==> config.mk <==
export PLATFORM = sky130hd
export DESIGN_NAME = pulse_swallow_div
export DESIGN_NICKNAME = d
export VERILOG_FILES = /design/src/rtl/pulse_swallow_div.sv
export SDC_FILE = /design/constraint.sdc
export NUM_CORES = 1
export LEC_CHECK = 0
export BUFFER_PORTS_ARGS = -buffer_cell sky130_fd_sc_hd__buf_4
export CORE_MARGIN = 5
export CORE_UTILIZATION = 50
export CTS_CLUSTER_DIAMETER = 40
export DETAILED_ROUTE_END_ITERATION = 10
export GPL_ROUTABILITY_DRIVEN = 0
export PLACE_DENSITY = 0.7
export SYNTH_ARGS = -nofsm -noshare
export SYNTH_HDL_FRONTEND = slang
export SYNTH_SLANG_ARGS = --single-unit
==> constraint.sdc <==
create_clock -name clk_in -period 2.7 [get_ports clk_in]
set_input_delay 0.54 -clock clk_in [delete_from_list [all_inputs] [get_ports clk_in]]
set_output_delay 0.54 -clock clk_in [all_outputs]
set_load 0.005 [all_outputs]
==> src/rtl/pulse_swallow_div.sv <==
module pulse_swallow_div #(
  parameter int S_W   = 5,
  parameter int M_W   = 11,
  parameter int P_LOG = 5
) (
  input  logic           clk_in,
  input  logic           rst_n,
  input  logic [S_W-1:0] swallow_val,
  input  logic [M_W-1:0] main_val,
  output logic           div_pulse
);
  localparam int P = 1 << P_LOG;
  localparam int PC_W = P_LOG + 1;
  localparam logic [M_W-1:0] M_FLOOR = M_W'(P);

  logic [PC_W-1:0] pre_cnt;
  logic [S_W-1:0]  sw_rem;
  logic [M_W-1:0]  main_rem;
  logic            armed;

  wire             swallowing = (sw_rem != '0);
  wire [PC_W-1:0]  pre_top    = swallowing ? PC_W'(P) : PC_W'(P - 1);
  wire             pre_out    = (pre_cnt == pre_top);
  wire [M_W-1:0]   m_eff      = (main_val < M_FLOOR) ? M_FLOOR : main_val;
  wire             reload     = !armed || div_pulse;

  assign div_pulse = armed && pre_out && (main_rem == M_W'(1));

  always_ff @(posedge clk_in or negedge rst_n) begin
    if (!rst_n) begin
      armed    <= 1'b0;
      pre_cnt  <= '0;
      sw_rem   <= '0;
      main_rem <= '0;
    end else if (reload) begin
      armed    <= 1'b1;
      pre_cnt  <= '0;
      sw_rem   <= swallow_val;
      main_rem <= m_eff;
    end else if (pre_out) begin
      pre_cnt  <= '0;
      main_rem <= main_rem - M_W'(1);
      if (swallowing) sw_rem <= sw_rem - S_W'(1);
    end else begin
      pre_cnt  <= pre_cnt + PC_W'(1);
    end
  end
endmodule


==> flow_metrics.tcl <==
set metrics [dict create \
    crit_path_start_kind "register" \
    crit_path_top_delay_cell "or4b_4" \
    ir_drop_mv 0.254 \
    clk-insertion-delay-late_ns 0.31 \
    syn-num-nets 187 \
    wire_per_inst_um 17.2 \
    grt_pass1_vias 1374 \
    cp_top_family "simple AND/OR/NAND/NOR gates" \
    synth_area_leader_cell "dfrtp_1" \
    timing_worst_setup_path_type "reg -> out" \
    r2r_cells 9 \
    port_buffers 18 \
    whs_ns 0.0977 \
    yosysSeqAreaShare_pct 38.9 \
    grt.total_usage_pct 18.7 \
    avgSynthCellArea_um2 9.03 \
    cts_tree "built" \
    skew_ns 0.00293 \
    cp_slowest_stage_delay_ns 0.49 \
    synthToLayoutAreaGrowth_pct 18.8 \
    numCtsBuffers 3 \
    drt_iter0_drc 101 \
    required_ns 2.16 \
    critPathMaxFanout 4 \
    arrival_ns 2.10 \
    cp-startpoint "sw_rem[1]" \
    clock_path_buffers 2 \
    finalPower_uw 702 \
    timing.rr.end "main_rem[9]" \
    hold_violations 0 \
    final_cell_mix "buf_4, dfrtp_1, nor2_1" \
    dr.pass1.iters 4 \
    crit_chain "inv_2, ha_4, or4b_4, nor4_4, nor2_4, nor2_2, buf_4" \
    hold_class "in -> async" \
    n_antenna_cell 0 \
    finalNonFillerCells 223 \
    max_cap_viol_count 0 \
    final_util_pct 62.7 \
    setup_viol 0 \
    initial_core_util_pct 52.8 \
    max-slew-margin-rel_pct 61.2 \
    r2r_slack_ns 0.10 \
    cts_htree_levels 1 \
    cts_sinks 23 \
    yosys_warnings 0 \
    cts-root-buf "clkbuf_4" \
    die_h_um 64.4 \
    yosysTopAreaCellShare_pct 38.9 \
    core_area_um2 2810 \
    drive_above_1_share_pct 25.5 \
    setup.worst_path.end_class "primary output" \
    dpl.hpwl_um 2620 \
    synthArstFlopShare_pct 100 \
    drt-total-wl_um 3840 \
    tightest_slew_ns 0.581 \
    layout_commonest_cell "buf_4" \
    grt_pass1_wl_um 6310 \
    timing.fmax_mhz 379 \
    critPathBufInv 2 \
    synth_cell_types 55 \
    fp-row-count 19 \
    synth.area.top_cells "dfrtp_1, nor2_1, ha_1" \
    ys_ff_latch 23 \
    ant_nets 0 \
    r2r-start "sw_rem[1]" \
    clkTransAtPathRegs_ns 0.13 \
    netlist_instances 164 \
    p_leak_nw 0.737 \
    synth_edf_count 0 \
    dieArea_um2 4150 \
    fp.dieW_um 64.4 \
    hold_buffers 0 \
    synth_ff_type "dfrtp_1" \
    syn_area_um2 1480 \
    via_per_inst 6.30 \
    post-route-period-util_pct 97.7 \
    vias 1406 \
    tns_ns 0 \
    antenna_found_initial 0 \
    layout_min_cycle_time_ns 2.64 \
    grt_max_degree 24 \
    layout.nets 216 \
    dp_cells 211 \
    powerDensity_nw_per_um2 399 \
    slew_viol_final 0 \
    drc_errors 0 \
    overflow 0 \
    ios 19 \
    status "complete, no violations" \
]
## through the flow
step | instance area [um^2] | setup slack, ns
after CTS | 1690 | 0.0363
after detailed placement | 1650 | 0.0894
after global placement | 1650 | 0.158
after floorplan | 1480 | 0.383
final | 1760 | 0.0610
after global routing | 1760 | -0.00810
## worst max path at each step
stage	to	slack (ns)	cells after the start
after floorplan	div_pulse	0.38	8
after global placement	div_pulse	0.16	7
after detailed placement	div_pulse	0.09	7
after CTS	div_pulse	0.04	7
after global routing	div_pulse	-0.008	7
final	div_pulse	0.06	7
## flip-flops by register name, summed over array words and instances (netlist names)
register,cells
armed,1
sw_rem,5
main_rem,11
pre_cnt,6
## final cells by class
type	instances	area (um^2)
multi-input cells	131	880
well taps	31	38.8
inverters	5	18.8
clock buffers	3	22.5
repair buffers	29	218
clock inverters	1	5.00
flip-flops and latches	23	576
fillers	254	1050
## logic make-up after synthesis
logic type               count (synthesis)  synth area share, %
XOR/XNOR                                 4                 2.37
buffers and inverters                   10                 3.04
adder cells (fa/ha/maj)                  5                 4.23
AO/OA/AOI/OAI                           45                 22.7
other                                    1                0.253
AND/OR/NAND/NOR                         75                 27.8
multiplexers                             1                0.676
flip-flops                              23                 38.9
## where the power goes
group,internal [mW],switching [mW],total [mW]
registers,0.371,0.0309,0.401
clock network,0.0553,0.109,0.164
logic,0.0698,0.0660,0.136
total,0.496,0.206,0.702
## worst register-to-register path, cell delays in order, from the launching register on
cell,delay (ns)
dfrtp_1,0.42
inv_2,0.09
ha_4,0.13
or4b_4,0.49
nor4_4,0.39
nor2_4,0.07
buf_4,0.14
buf_4,0.17
o311a_1,0.34
a221o_1,0.26
## repair_timing
item                       CTS  global route
buffers inserted             1             7
gates resized for setup      1             5
pin swaps                    2             4
setup endpoints to repair    1             1
## synthesized netlist by cell type (3+ instances only)
cell,number
nor2_1,21
inv_1,4
nand2_1,13
nor3_1,4
ha_1,5
clkbuf_1,4
nand3_1,10
o21ai_0,10
o221a_1,3
nor4_1,5
a21oi_1,8
dfrtp_1,23
## per-layer routing
metal  global-route usage, %  share of wire, %  vias to the layer above
met2                    33.0                50                       42
met3                    3.45               4.8                        2
met1                    23.7                44                      681
met4                    4.75              0.60                        0
met5                       0                 0                        -
li1                        -                 -                      681
(Power assumes the default switching activity.)
